### config.mk
export PLATFORM = sky130hd
export DESIGN_NAME = pwm_staged_top
export DESIGN_NICKNAME = d
export VERILOG_FILES = /design/src/rtl/pwm_stage_pkg.sv /design/src/rtl/pwm_stage_regs.sv /design/src/rtl/pwm_stage_gate.sv /design/src/rtl/pwm_stage_chan.sv /design/src/rtl/pwm_staged_top.sv
export SDC_FILE = /design/constraint.sdc
export NUM_CORES = 1
export LEC_CHECK = 0
export BUFFER_PORTS_ARGS = -buffer_cell sky130_fd_sc_hd__clkbuf_2
export CAP_MARGIN = 30
export CORE_UTILIZATION = 44
export DETAILED_ROUTE_END_ITERATION = 8
export HOLD_SLACK_MARGIN = 0.08
export PLACE_DENSITY = 0.62
export SYNTH_ARGS = -nofsm -noshare
export SYNTH_HDL_FRONTEND = slang
export SYNTH_SLANG_ARGS = --single-unit
### constraint.sdc
create_clock -name clk -period 43.4 [get_ports clk]
set_input_delay 6.51 -clock clk [delete_from_list [all_inputs] [get_ports clk]]
set_output_delay 6.51 -clock clk [all_outputs]
set_load 0.05 [all_outputs]
### src/rtl/pwm_stage_pkg.sv
package pwm_stage_pkg;
  localparam int CTRL_ADDR   = 0;
  localparam int PRESC_ADDR  = 1;
  localparam int CH_BASE     = 2;
  localparam int CTRL_STRIDE = 3;
  localparam int TRIG_OFS    = 0;
  localparam int SMOOTH_OFS  = 1;
  localparam int POL_OFS     = 2;
endpackage

### src/rtl/pwm_stage_regs.sv
module pwm_stage_regs
  import pwm_stage_pkg::*;
#(
  parameter int NCH = 4,
  parameter int DW  = 32,
  parameter int AW  = 4,
  parameter int CW  = 16,
  parameter int PSW = 4,
  localparam int CTW = CTRL_STRIDE * NCH,
  localparam int PRW = PSW * NCH
) (
  input  logic                   clk,
  input  logic                   rst_n,
  input  logic                   wr_en,
  input  logic                   rd_en,
  input  logic [AW-1:0]          addr,
  input  logic [DW-1:0]          wdata,
  output logic [DW-1:0]          rdata,
  output logic [CTW-1:0]         ctrl_o,
  output logic [PRW-1:0]         presc_o,
  output logic [NCH-1:0][CW-1:0] per_o,
  output logic [NCH-1:0][CW-1:0] duty_o
);
  logic [DW-1:0]          ctrl_q, ctrl_d, presc_q, presc_d, rdata_q, rdata_d;
  logic [NCH-1:0][CW-1:0] per_q, per_d, duty_q, duty_d;

  always_comb begin
    ctrl_d  = ctrl_q;
    presc_d = presc_q;
    per_d   = per_q;
    duty_d  = duty_q;
    if (wr_en) begin
      if (addr == AW'(CTRL_ADDR))  ctrl_d  = wdata;
      if (addr == AW'(PRESC_ADDR)) presc_d = wdata;
      for (int c = 0; c < NCH; c++) begin
        if (addr == AW'(CH_BASE + 2*c))     per_d[c]  = wdata[CW-1:0];
        if (addr == AW'(CH_BASE + 2*c + 1)) duty_d[c] = wdata[CW-1:0];
      end
    end
  end

  always_comb begin
    rdata_d = '0;
    if (addr == AW'(CTRL_ADDR))  rdata_d = ctrl_q;
    if (addr == AW'(PRESC_ADDR)) rdata_d = presc_q;
    for (int c = 0; c < NCH; c++) begin
      if (addr == AW'(CH_BASE + 2*c))     rdata_d = DW'(per_q[c]);
      if (addr == AW'(CH_BASE + 2*c + 1)) rdata_d = DW'(duty_q[c]);
    end
  end

  always_ff @(posedge clk or negedge rst_n) begin
    if (!rst_n) begin
      ctrl_q  <= '0;
      presc_q <= '0;
      per_q   <= '0;
      duty_q  <= '0;
      rdata_q <= '0;
    end else begin
      ctrl_q  <= ctrl_d;
      presc_q <= presc_d;
      per_q   <= per_d;
      duty_q  <= duty_d;
      if (rd_en) rdata_q <= rdata_d;
    end
  end

  assign rdata   = rdata_q;
  assign ctrl_o  = ctrl_q[CTW-1:0];
  assign presc_o = presc_q[PRW-1:0];
  assign per_o   = per_q;
  assign duty_o  = duty_q;

  // a read strobe delivers the addressed word one cycle later
  p_read_latency_r1: assert property (@(posedge clk) disable iff (!rst_n)
    (rd_en && addr == AW'(CTRL_ADDR)) |=> rdata == $past(ctrl_q));
endmodule

### src/rtl/pwm_stage_gate.sv
module pwm_stage_gate #(
  parameter int HOLD_CYC = 40,
  localparam int CNTW = $clog2(HOLD_CYC)
) (
  input  logic clk,
  input  logic rst_n,
  input  logic trig,
  input  logic smooth,
  output logic commit
);
  localparam logic [CNTW-1:0] LAST = CNTW'(HOLD_CYC - 1);

  logic            trig_q, armed_q, armed_d;
  logic [CNTW-1:0] cnt_q, cnt_d;
  logic            rise, fall;

  assign rise = trig & ~trig_q;
  assign fall = ~trig & trig_q;

  always_comb begin
    cnt_d   = cnt_q;
    armed_d = armed_q;
    commit  = 1'b0;
    if (rise) begin
      armed_d = (cnt_q == LAST);   // low long enough since the last fall
      cnt_d   = '0;
    end else if (fall) begin
      armed_d = 1'b0;
      cnt_d   = '0;
    end else begin
      if (cnt_q != LAST) cnt_d = cnt_q + 1'b1;
      if (trig && armed_q && cnt_q == LAST - 1'b1) begin
        commit  = ~smooth;
        armed_d = 1'b0;
      end
    end
  end

  always_ff @(posedge clk or negedge rst_n) begin
    if (!rst_n) begin
      trig_q  <= 1'b0;
      armed_q <= 1'b0;
      cnt_q   <= LAST;
    end else begin
      trig_q  <= trig;
      armed_q <= armed_d;
      cnt_q   <= cnt_d;
    end
  end

  // commit only while the trigger is steadily high
  p_commit_trig_high_r3: assert property (@(posedge clk) disable iff (!rst_n)
    commit |-> (trig && $past(trig)));
  // no commit while smooth is still set
  p_commit_smooth_clear_r6: assert property (@(posedge clk) disable iff (!rst_n)
    commit |-> !smooth);
  // one rising trigger yields at most a single commit pulse
  p_commit_single_r4: assert property (@(posedge clk) disable iff (!rst_n)
    commit |=> !commit);
endmodule

### src/rtl/pwm_stage_chan.sv
module pwm_stage_chan #(
  parameter int CW  = 16,
  parameter int PSW = 4
) (
  input  logic           clk,
  input  logic           rst_n,
  input  logic           commit,
  input  logic [CW-1:0]  st_per,
  input  logic [CW-1:0]  st_duty,
  input  logic [PSW-1:0] st_ps,
  input  logic           st_pol,
  output logic           pwm
);
  logic [CW-1:0]  pend_per_q, pend_duty_q, act_per_q, act_duty_q, cnt_q, cnt_d;
  logic [PSW-1:0] pend_ps_q, act_ps_q, pcnt_q, pcnt_d;
  logic           pend_pol_q, act_pol_q, pend_v_q, pend_v_d, pwm_q, pwm_d;
  logic           en, tick, wrap, apply;

  assign en    = (act_per_q != '0);
  assign tick  = en && (pcnt_q == act_ps_q);
  assign wrap  = tick && (cnt_q == act_per_q - 1'b1);
  assign apply = pend_v_q && (wrap || !en);

  always_comb begin
    pend_v_d = commit ? 1'b1 : (apply ? 1'b0 : pend_v_q);
    pcnt_d   = '0;
    cnt_d    = '0;
    if (!apply && en) begin
      pcnt_d = tick ? '0 : pcnt_q + 1'b1;
      cnt_d  = cnt_q;
      if (tick) cnt_d = wrap ? '0 : cnt_q + 1'b1;
    end
    pwm_d = (en && (cnt_q < act_duty_q)) ^ act_pol_q;
  end

  always_ff @(posedge clk or negedge rst_n) begin
    if (!rst_n) begin
      pend_per_q <= '0; pend_duty_q <= '0; pend_ps_q <= '0; pend_pol_q <= 1'b0;
      act_per_q  <= '0; act_duty_q  <= '0; act_ps_q  <= '0; act_pol_q  <= 1'b0;
      pend_v_q   <= 1'b0;
      pcnt_q     <= '0;
      cnt_q      <= '0;
      pwm_q      <= 1'b0;
    end else begin
      if (commit) begin
        pend_per_q  <= st_per;
        pend_duty_q <= st_duty;
        pend_ps_q   <= st_ps;
        pend_pol_q  <= st_pol;
      end
      if (apply) begin
        act_per_q  <= pend_per_q;
        act_duty_q <= pend_duty_q;
        act_ps_q   <= pend_ps_q;
        act_pol_q  <= pend_pol_q;
      end
      pend_v_q <= pend_v_d;
      pcnt_q   <= pcnt_d;
      cnt_q    <= cnt_d;
      pwm_q    <= pwm_d;
    end
  end

  assign pwm = pwm_q;

  // running settings move only in an apply cycle
  p_act_stable_r2: assert property (@(posedge clk) disable iff (!rst_n)
    !apply |=> ($stable(act_per_q) && $stable(act_duty_q) &&
                $stable(act_ps_q) && $stable(act_pol_q)));
  // an idle channel rests at the inactive level
  p_idle_level_r9: assert property (@(posedge clk) disable iff (!rst_n)
    !en |=> (pwm_q == $past(act_pol_q)));
  // the period counter stays inside the running period
  p_count_range_r7: assert property (@(posedge clk) disable iff (!rst_n)
    en |-> (cnt_q < act_per_q));
endmodule

### src/rtl/pwm_staged_top.sv
module pwm_staged_top
  import pwm_stage_pkg::*;
#(
  parameter int NCH      = 4,
  parameter int DW       = 32,
  parameter int AW       = 4,
  parameter int CW       = 16,
  parameter int PSW      = 4,
  parameter int HOLD_CYC = 40
) (
  input  logic           clk,
  input  logic           rst_n,
  input  logic           wr_en,
  input  logic           rd_en,
  input  logic [AW-1:0]  addr,
  input  logic [DW-1:0]  wdata,
  output logic [DW-1:0]  rdata,
  output logic [NCH-1:0] pwm_out
);
  localparam int CTW = CTRL_STRIDE * NCH;
  localparam int PRW = PSW * NCH;

  logic [1:0]             rs_q;
  logic                   rst_sync_n;
  logic [CTW-1:0]         ctrl_w;
  logic [PRW-1:0]         presc_w;
  logic [NCH-1:0][CW-1:0] per_w, duty_w;

  always_ff @(posedge clk or negedge rst_n) begin
    if (!rst_n) rs_q <= 2'b00;
    else        rs_q <= {rs_q[0], 1'b1};
  end
  assign rst_sync_n = rs_q[1];

  pwm_stage_regs #(.NCH(NCH), .DW(DW), .AW(AW), .CW(CW), .PSW(PSW)) regs_i (
    .clk(clk), .rst_n(rst_sync_n), .wr_en(wr_en), .rd_en(rd_en),
    .addr(addr), .wdata(wdata), .rdata(rdata),
    .ctrl_o(ctrl_w), .presc_o(presc_w), .per_o(per_w), .duty_o(duty_w)
  );

  for (genvar c = 0; c < NCH; c++) begin : g_ch
    logic commit_w;

    pwm_stage_gate #(.HOLD_CYC(HOLD_CYC)) gate_i (
      .clk(clk), .rst_n(rst_sync_n),
      .trig(ctrl_w[c*CTRL_STRIDE + TRIG_OFS]),
      .smooth(ctrl_w[c*CTRL_STRIDE + SMOOTH_OFS]),
      .commit(commit_w)
    );

    pwm_stage_chan #(.CW(CW), .PSW(PSW)) chan_i (
      .clk(clk), .rst_n(rst_sync_n), .commit(commit_w),
      .st_per(per_w[c]), .st_duty(duty_w[c]),
      .st_ps(presc_w[c*PSW +: PSW]),
      .st_pol(ctrl_w[c*CTRL_STRIDE + POL_OFS]),
      .pwm(pwm_out[c])
    );
  end
endmodule

Word level (Yosys, flattened, before mapping):

Index checks and enable logic that the tools add are counted.

* register bits after elaboration: 642
* latch bits: 0
* bits in writable memories: 0
* memory bits (read-only): 0
* bits of input ports: 40
* output and inout port bits: 36
* word-level logic and storage cells: 290
* memories: 0

* $add $sub $neg: 16
* multipliers: 0
* div/mod/pow operators: 0
* magnitude comparators: 4
* equality and inequality tests: 33
* shift-type cells: 0
* multiplexer cells: 74
* bitwise gates (word level): 24
* reduce and logical (&&, ||, !) cells: 67

Operator list (number)
* 32-bit 2-to-1 mux: 10
* 16-bit 2-to-1 mux: 12
* 6-bit 2-to-1 mux: 12
* 16-bit by 1-bit adder with 16-bit output (second input constant): 4
* 16-bit == test: 4
* 16-bit < comparator: 4
* 16-bit nonzero test: 4
* 16-bit by 1-bit subtractor with 16-bit output (second input constant): 4
* 6-bit == test (second input constant): 8
* 1-bit 2-to-1 mux: 32
* 4-bit 2-to-1 mux: 8
* 1-bit logical AND: 28
* 6-bit by 1-bit adder with 6-bit output (second input constant): 4
* 6-bit inequality test (second input constant): 4
* 3-bit nonzero test: 8
* 2-bit AND reduction: 10
* 4-bit by 1-bit adder with 4-bit output (second input constant): 4
* 4-bit by 3-bit == test with 1-bit output (second input constant): 4
* 4-bit == test: 4
* 1-bit NOT: 12
* 1-bit AND: 8
* 4-bit by 2-bit == test with 1-bit output (second input constant): 2
* 4-bit == test (second input constant): 2
* 1-bit zero test: 8
* 6 further kinds: 18

Logic depth before layout (Yosys ltp):

Gate-level depths: netlist of the first run.

* word-level depth: 11
* mapped depth: 13
* mapped depth without buffers: 10

Cells and area by module:

Synthesis of the first run repeated with hierarchy kept, for this count alone.

* cell total of the unflattened synthesis: 2630
* area, all modules: 32586.3 um^2

Modules (own cells, without submodules)
* pwm_stage_chan: instances 4, cells an instance 416, area each 5074.9 um^2, sequential area each 2402.3 um^2
* pwm_stage_regs: instances 1, cells an instance 791, area each 10441.3 um^2, sequential area each 5605.4 um^2
* pwm_stage_gate: instances 4, cells an instance 43, area each 447.9 um^2, sequential area each 205.2 um^2
* pwm_staged_top: instances 1, cells an instance 3, area each 53.8 um^2, sequential area each 50.0 um^2

Worst setup path before layout of the first run:

No wires, ideal clock.

* path kind: input -> register
* start point: input port addr[2]
* end point: register regs_i.per_q (netlist bit regs_i.per_o[39])
* data arrival time: 8459 ps
* data required time: 43275 ps
* slack: 34817 ps
* stages on the path: 8
* path buffers: 4
* cells stage by stage: clkbuf_1 > nor2b_1 > and2_1 > clkbuf_1 > and3b_1 > clkbuf_1 > clkbuf_1 > mux2_2

* longest elaborated chain between the ends: 2

Ends and longest elaborated chain
* start: declaration: RTL line pwm_staged_top.sv:15 `input logic [AW-1:0] addr,`
* 4-bit by 3-bit == test with 1-bit output: RTL line pwm_stage_regs.sv:36 `if (addr == AW'(CH_BASE + 2*c)) per_d[c] = wdata[CW-1:0];`
* 2-bit AND reduction (no line)
* end signal: assignment: RTL line pwm_stage_regs.sv:62 `per_q <= per_d;`
* end: declaration: RTL line pwm_stage_regs.sv:25 `logic [NCH-1:0][CW-1:0] per_q, per_d, duty_q, duty_d;`

Every way passes these cells.
A chain may end at the register's enable or synchronous reset.

Final worst setup path of the first run:

* start point: input port addr[3]
* end point: register regs_i.rdata_q[2] (netlist: regs_i.rdata[2])

* longest elaborated chain between the ends: 11
* elaborated cells between the ends (all ways): 20
* those cells by class: eq/ne (9); mux (10); reduce/logical (1)

Ends and longest elaborated chain
* 4-bit zero test: RTL line pwm_stage_regs.sv:44 `if (addr == AW'(CTRL_ADDR)) rdata_d = ctrl_q;`
* 32-bit 2-to-1 mux: RTL line pwm_stage_regs.sv:44
* 32-bit 2-to-1 mux: RTL line pwm_stage_regs.sv:45 `if (addr == AW'(PRESC_ADDR)) rdata_d = presc_q;`
* 32-bit 2-to-1 mux: RTL line pwm_stage_regs.sv:47 `if (addr == AW'(CH_BASE + 2*c)) rdata_d = DW'(per_q[c]);`
* 32-bit 2-to-1 mux: RTL line pwm_stage_regs.sv:48 `if (addr == AW'(CH_BASE + 2*c + 1)) rdata_d = DW'(duty_q[c]);`
* 32-bit 2-to-1 mux: RTL line pwm_stage_regs.sv:47
* 32-bit 2-to-1 mux: RTL line pwm_stage_regs.sv:48
* 32-bit 2-to-1 mux: RTL line pwm_stage_regs.sv:47
* 32-bit 2-to-1 mux: RTL line pwm_stage_regs.sv:48
* 32-bit 2-to-1 mux: RTL line pwm_stage_regs.sv:47
* 32-bit 2-to-1 mux *: RTL line pwm_stage_regs.sv:48
* end signal: assignment: RTL line pwm_stage_regs.sv:64 `if (rd_en) rdata_q <= rdata_d;`
* end: declaration: RTL line pwm_stage_regs.sv:24 `logic [DW-1:0] ctrl_q, ctrl_d, presc_q, presc_d, rdata_q, rdata_d;`

Mark *: on every way between the ends. The rest lies on a longest branch, timed or not.

==> impl_metrics.tcl, run 1 <==
set metrics [dict create \
    outcome "finished, final reports clean" \
    power_density_nw_per_um2 43.02 \
    ctsHoldBuffers 0 \
    final_cell_area_um2 34170 \
    fmax_mhz 118.1 \
    path_clk_slew_ps 60 \
    postLayoutCoreUtil_pct 49.91 \
    synth_seq_cells 642 \
    area_growth_pct 12.30 \
    vias_per_cell 5.696 \
    endpoint_kind "flip-flop" \
    ant_nets 0 \
    synthesis.nets 2703 \
    place_congestion 0.9345 \
    start_util_pct 44.45 \
    grt_pass1_vias 20460 \
    timing.setup.tns_ps 0 \
    core_area_um2 68470 \
    grt_max_degree 195 \
    pwr-share-clk_pct 43.3 \
    arrival_ps 8980 \
    hpwl_mm 53.61 \
    dpl.cell_count 3423 \
    netlist_area_um2 30430 \
    ctsResizeCount 0 \
    place_area_um2 31620 \
    grt_use_total_pct 21.68 \
    drive_above_1_share_pct 26.56 \
    clkSinkCount 642 \
    synth_cell_types 74 \
    die_w_um 265.0 \
    diodes 0 \
    setup_ws_ps 34930 \
    rsz0062_at_grt "false" \
    io_buffers 75 \
    synth_cells 2583 \
    fin_crit_ps 8467 \
    remaining_drc_errors 0 \
    p_int_w 0.001094 \
    post-cts-setup-buffer-count 0 \
    combPwrFrac_pct 8.3 \
    finalHoldViolCount 0 \
    overflow 0 \
    grt_antenna_before_repair 4 \
    wl_per_cell_um 21.16 \
    final_nets 2737 \
    yosys_warnings 0 \
    post-route-period-util_pct 19.51 \
    worstSkewPairLatency_ps 630 \
    crit_required_ps 43910 \
    place_ws_ps 34370 \
    seqPwrFrac_pct 48.4 \
    finalNonFillerCells 3555 \
    n_fill_cell 5974 \
    avgSynthCellArea_um2 11.78 \
    dieArea_um2 70220 \
    hold_path_class "flip-flop to flip-flop" \
    io_pins 76 \
    skew_ps 26.22 \
    synth_edf_count 0 \
    swShare_pct 25.55 \
    vdd_drop_max_uv 33.79 \
    wl_mm 75.22 \
    die_y_um 265.0 \
    drt_first_iter_violations 1506 \
    synth-seq-area-share_pct 52.86 \
    slew_violations 0 \
    row_count 96 \
    grt_pass1_wl_mm 118.1 \
    ys_async_sr_fraction_pct 100.0 \
    start_kind "input port" \
    worstSetupPathType "input port to flip-flop" \
    tightest_slew_ps 1129 \
    num_vias 20250 \
    synth_flop_cell "dfrtp_1" \
    path_max_fanout 19 \
    root_buffer "clkbuf_16" \
    cts_tree "done" \
    relSlewSlack_pct 24.77 \
    cts_made_buffers 71 \
    cts_max_level 3 \
    p_switching_w 0.0003757 \
    detail_route.first_pass.iterations 6 \
    cts_buffer_depth 3 \
    setup_violations 0 \
    leakage_nw 15.87 \
    cap_violations 0 \
]
-- synth_stat cells, drive strengths merged (9+ instances only) --
| cell type | instances | area share (%) |
|---|---|---|
| a211oi | 13 | 0.32 |
| a21o | 14 | 0.35 |
| a21oi | 66 | 1.1 |
| a221oi | 20 | 0.58 |
| a22o | 10 | 0.29 |
| a22oi | 37 | 0.91 |
| a31oi | 9 | 0.19 |
| and2 | 17 | 0.35 |
| and3 | 25 | 0.51 |
| and4 | 9 | 0.26 |
| buf | 47 | 0.81 |
| clkbuf | 99 | 1.2 |
| dfrtp | 626 | 51 |
| dfstp | 16 | 1.4 |
| ha | 80 | 3.3 |
| inv | 114 | 1.4 |
| mux2 | 455 | 17 |
| mux2i | 29 | 0.95 |
| nand2 | 123 | 1.5 |
| nand2b | 20 | 0.41 |
| nand3 | 64 | 1.1 |
| nand4 | 33 | 0.68 |
| nor2 | 142 | 1.8 |
| nor2b | 20 | 0.41 |
| nor3 | 42 | 0.69 |
| nor4 | 26 | 0.58 |
| o2111ai | 13 | 0.37 |
| o21a | 11 | 0.27 |
| o21ai | 92 | 1.5 |
| o22ai | 24 | 0.49 |
| or3 | 17 | 0.35 |
| or4 | 16 | 0.39 |
| xnor2 | 72 | 2.1 |
| xor2 | 92 | 2.6 |
-- final timing paths --
| path | startpoint | endpoint | slack [ps] | depth (start not counted) |
|---|---|---|---|---|
| worst min-delay path | rs_q[0]$_DFF_PN0_ | rs_q[1]$_DFF_PN0_ | 350 | 0 |
| max in group asynchronous | rst_n | rs_q[1]$_DFF_PN0_ | 37620 | 1 |
| min in group asynchronous | rs_q[1]$_DFF_PN0_ | regs_i.rdata[16]$_DFFE_PN0P_ | 420 | 0 |
| worst max-delay path | addr[3] | regs_i.rdata[2]$_DFFE_PN0P_ | 34930 | 8 |
| worst min register to register | rs_q[0]$_DFF_PN0_ | rs_q[1]$_DFF_PN0_ | 350 | 0 |
| worst max register to register | g_ch[0].chan_i.act_per_q[0]$_DFFE_PN0P_ | g_ch[0].chan_i.act_per_q[3]$_DFFE_PN0P_ | 39500 | 11 |
-- cell type report --
type                            count  area [um^2]  area share (%)
Multi-Input combinational cell   1681        13330           39.01
Inverter                          114        427.9           1.252
Timing Repair Buffer              107        728.2           2.131
Clock buffer                      100         2058           6.023
Clock inverter                     29        436.7           1.278
Sequential cell                   642        16090           47.08
Tap cell                          882         1104           3.229
-- metrics by stage --
step	hold WS [ps]	power, W
after global routing	364.8	0.001525
after floorplan	331.2	0.0007807
after detailed placement	337.0	0.0008426
final	354.3	0.001470
after CTS	362.2	0.001486
after global placement	343.1	0.0008342
-- cell usage in the layout, fill, tap and decap left out, drive strengths merged, types with 8 or more instances in the layout --
cell / count
a211oi: 13
a21o: 14
a21oi: 66
a221oi: 20
a22o: 10
a22oi: 37
a31oi: 9
and2: 17
and3: 25
and4: 9
buf: 32
bufinv: 9
clkbuf: 175
clkinv: 16
dfrtp: 626
dfstp: 16
ha: 80
inv: 117
mux2: 455
mux2i: 29
nand2: 123
nand2b: 20
nand3: 64
nand4: 33
nor2: 142
nor2b: 20
nor3: 42
nor4: 26
o2111ai: 13
o21a: 11
o21ai: 92
o22ai: 24
o31ai: 8
or3: 17
or4: 16
xnor2: 72
xor2: 92
-- layer usage --
layer | GRT usage [%] | routed length [um] | part of all wire (%) | up-vias
met5 | 0 | 20 | 0.027 | -
met4 | 6.858 | 1893 | 2.5 | 2
met3 | 4.570 | 4463 | 5.9 | 115
met2 | 35.06 | 35540 | 47 | 487
met1 | 29.14 | 33300 | 44 | 10350
li1 | - | - | - | 9290
-- power groups by stage --
stage | sequential, W | combinational, W | clock (W)
after floorplan | 0.000708 | 0.0000727 | 0
after global placement | 0.000719 | 0.000115 | 0
after detailed placement | 0.000722 | 0.000121 | 0
after CTS | 0.000711 | 0.000122 | 0.000653
after global routing | 0.000717 | 0.000132 | 0.000676
final | 0.000712 | 0.000121 | 0.000637
-- cells by family after synthesis --
logic type      count (synthesis)  synth area share, %
flops                         642                52.86
simple gates                  594                10.04
mux                           484                17.79
compound gates                358                7.857
buf+inv                       260                3.433
xor+xnor                      164                4.720
fa+ha+maj                      80                3.289
other cells                     1              0.01232
-- flip-flops by register name (all words and copies together) (netlist names), 64 cells and up --
name	cells
regs_i.duty_o	64
g_ch.chan_i.act_per_q	64
g_ch.chan_i.cnt_q	64
g_ch.chan_i.act_duty_q	64
g_ch.chan_i.pend_per_q	64
regs_i.per_o	64
g_ch.chan_i.pend_duty_q	64
-- critical path, stage by stage --
cell	delay (ps)
clkbuf_2	270
nand2b_1	670
nor2_1	310
nand2_1	130
o21ai_0	120
a221oi_1	500
o2111ai_1	280
o21a_1	180
Power figures use the tool's default switching activity.
==> run 2: changes to the inputs <==
- PLACE_DENSITY: 0.62 -> 0.64
- clock period: 43.4 -> 7.3 ns (I/O delays scaled with it)
==> run 2 against run 1 <==
Compared with the run above: clock-buffer cell count is 7 higher; sequential share of layout area is 0.18 points higher; clock power grew to 5.7 times the previous value; combinational power grew to 6.0 times the previous value; first-iteration DRC count is 4.9% higher; register-to-register slack worse by 37000 ps; sequential cell count stayed put.
==> impl_metrics.tcl, run 2 (synthesis results as in run 1) <==
set metrics [dict create \
    slew_violations 0 \
    finalHoldViolCount 0 \
    num_vias 20400 \
    worstSetupPathType "flip-flop to flip-flop" \
    hpwl_mm 53.23 \
    outcome "finished, final reports clean" \
    fmax_mhz 224.7 \
    grt_pass1_wl_mm 119.0 \
    area_growth_pct 11.87 \
    wl_mm 75.08 \
    dieArea_um2 70220 \
    ant_nets 0 \
    grt_use_total_pct 21.68 \
    timing.setup.tns_ps 0 \
    setup_violations 0 \
    vdd_drop_max_uv 192.6 \
    grt_pass1_vias 20630 \
    cts_max_level 3 \
    place_congestion 0.9343 \
    ctsResizeCount 0 \
    endpoint_kind "flip-flop" \
    leakage_nw 15.79 \
    relSlewSlack_pct 31.50 \
    drive_above_1_share_pct 26.15 \
    path_clk_slew_ps 60 \
    place_ws_ps 2962 \
    path_max_fanout 28 \
    crit_required_ps 7770 \
    hold_path_class "flip-flop to async pin" \
    worstSkewPairLatency_ps 610 \
    wl_per_cell_um 21.14 \
    setup_ws_ps 2849 \
    die_y_um 265.0 \
    cap_violations 0 \
    mostFrequentLayoutCells "dfrtp_1, mux2_2, nor2_1" \
    tightest_slew_ps 1021 \
    skew_ps 29.58 \
    start_kind "flip-flop" \
    rsz0062_at_grt "false" \
    cts_made_buffers 71 \
    remaining_drc_errors 0 \
    final_nets 2733 \
    start_util_pct 44.45 \
    fin_crit_ps 4451 \
    overflow 0 \
    layout_commonest_cell "dfrtp_1" \
    die_w_um 265.0 \
    detail_route.first_pass.iterations 5 \
    power_w 0.008569 \
    postLayoutCoreUtil_pct 49.72 \
    root_buffer "clkbuf_16" \
    grt_max_degree 176 \
    cts_tree "done" \
    r2r_slack_ps 2850 \
    grt_antenna_before_repair 4 \
    post-route-period-util_pct 60.97 \
    io_pins 76 \
    vias_per_cell 5.744 \
    drt_first_iter_violations 1580 \
    clkSinkCount 642 \
    cts_buffer_depth 3 \
    core_area_um2 68470 \
    power_density_nw_per_um2 251.7 \
    post-cts-setup-buffer-count 0 \
    row_count 96 \
    ctsHoldBuffers 0 \
    arrival_ps 4920 \
    io_buffers 75 \
]
-- run 2: critical path: stages (launching register included) --
cell and delay, ps:
dfrtp_1 420, inv_1 80, ha_1 200, nor4b_1 730, nand3_1 260, nor2_1 230, a211o_1 170, a32oi_1 130
o31ai_2 900, nand2_1 450, buf_4 380, mux2_1 350
-- run 2: where the power goes --
part,leakage (nW),switching (W),internal [W]
clock network,1.16,0.00143,0.00221
registers,8.52,0.000321,0.00388
logic,6.11,0.000402,0.000320
-- run 2: area by class of cell --
cell class / count / area, um^2
clock inverter: 22 / 289.0
clock buffer: 107 / 2108
fill: 5961 / 34420
inverter: 114 / 427.9
tap: 882 / 1104
sequential: 642 / 16090
antenna: 1 / 2.502
timing repair buffer: 103 / 693.2
multi-input combinational: 1681 / 13330
-- run 2: metrics by stage --
step,hold slack (ps),cell area (um^2),cells
floorplan,331.2,30440,2583
global placement,234.8,31500,3414
detailed placement,251.0,31560,3419
CTS,235.4,33960,3548
global route,243.4,34040,3551
finish,242.2,34040,3552
-- run 2: path summary, 6_finish.rpt --
check / from / endpoint / cells after the start
hold / removal: rs_q[1]$_DFF_PN0_ / g_ch[2].gate_i.trig_q$_DFF_PN0_ / 0
hold reg to reg: rs_q[1]$_DFF_PN0_ / g_ch[2].gate_i.trig_q$_DFF_PN0_ / 0
setup reg to reg: g_ch[1].chan_i.act_per_q[0]$_DFFE_PN0P_ / g_ch[1].chan_i.act_ps_q[0]$_DFFE_PN0P_ / 11
max in group asynchronous: rs_q[1]$_DFF_PN0_ / g_ch[2].chan_i.cnt_q[9]$_DFFE_PN0P_ / 2
min in group clk: rs_q[0]$_DFF_PN0_ / rs_q[1]$_DFF_PN0_ / 0
setup / recovery: g_ch[1].chan_i.act_per_q[0]$_DFFE_PN0P_ / g_ch[1].chan_i.act_ps_q[0]$_DFFE_PN0P_ / 11
-- run 2: metal layers --
metal / up-vias / GRT usage, % / share of wire, %
li1: 9278 / - / -
met1: 10400 / 29.79 / 44
met5: - / 0 / 0.051
met3: 119 / 4.292 / 6.1
met4: 6 / 6.546 / 2.7
met2: 596 / 34.64 / 47
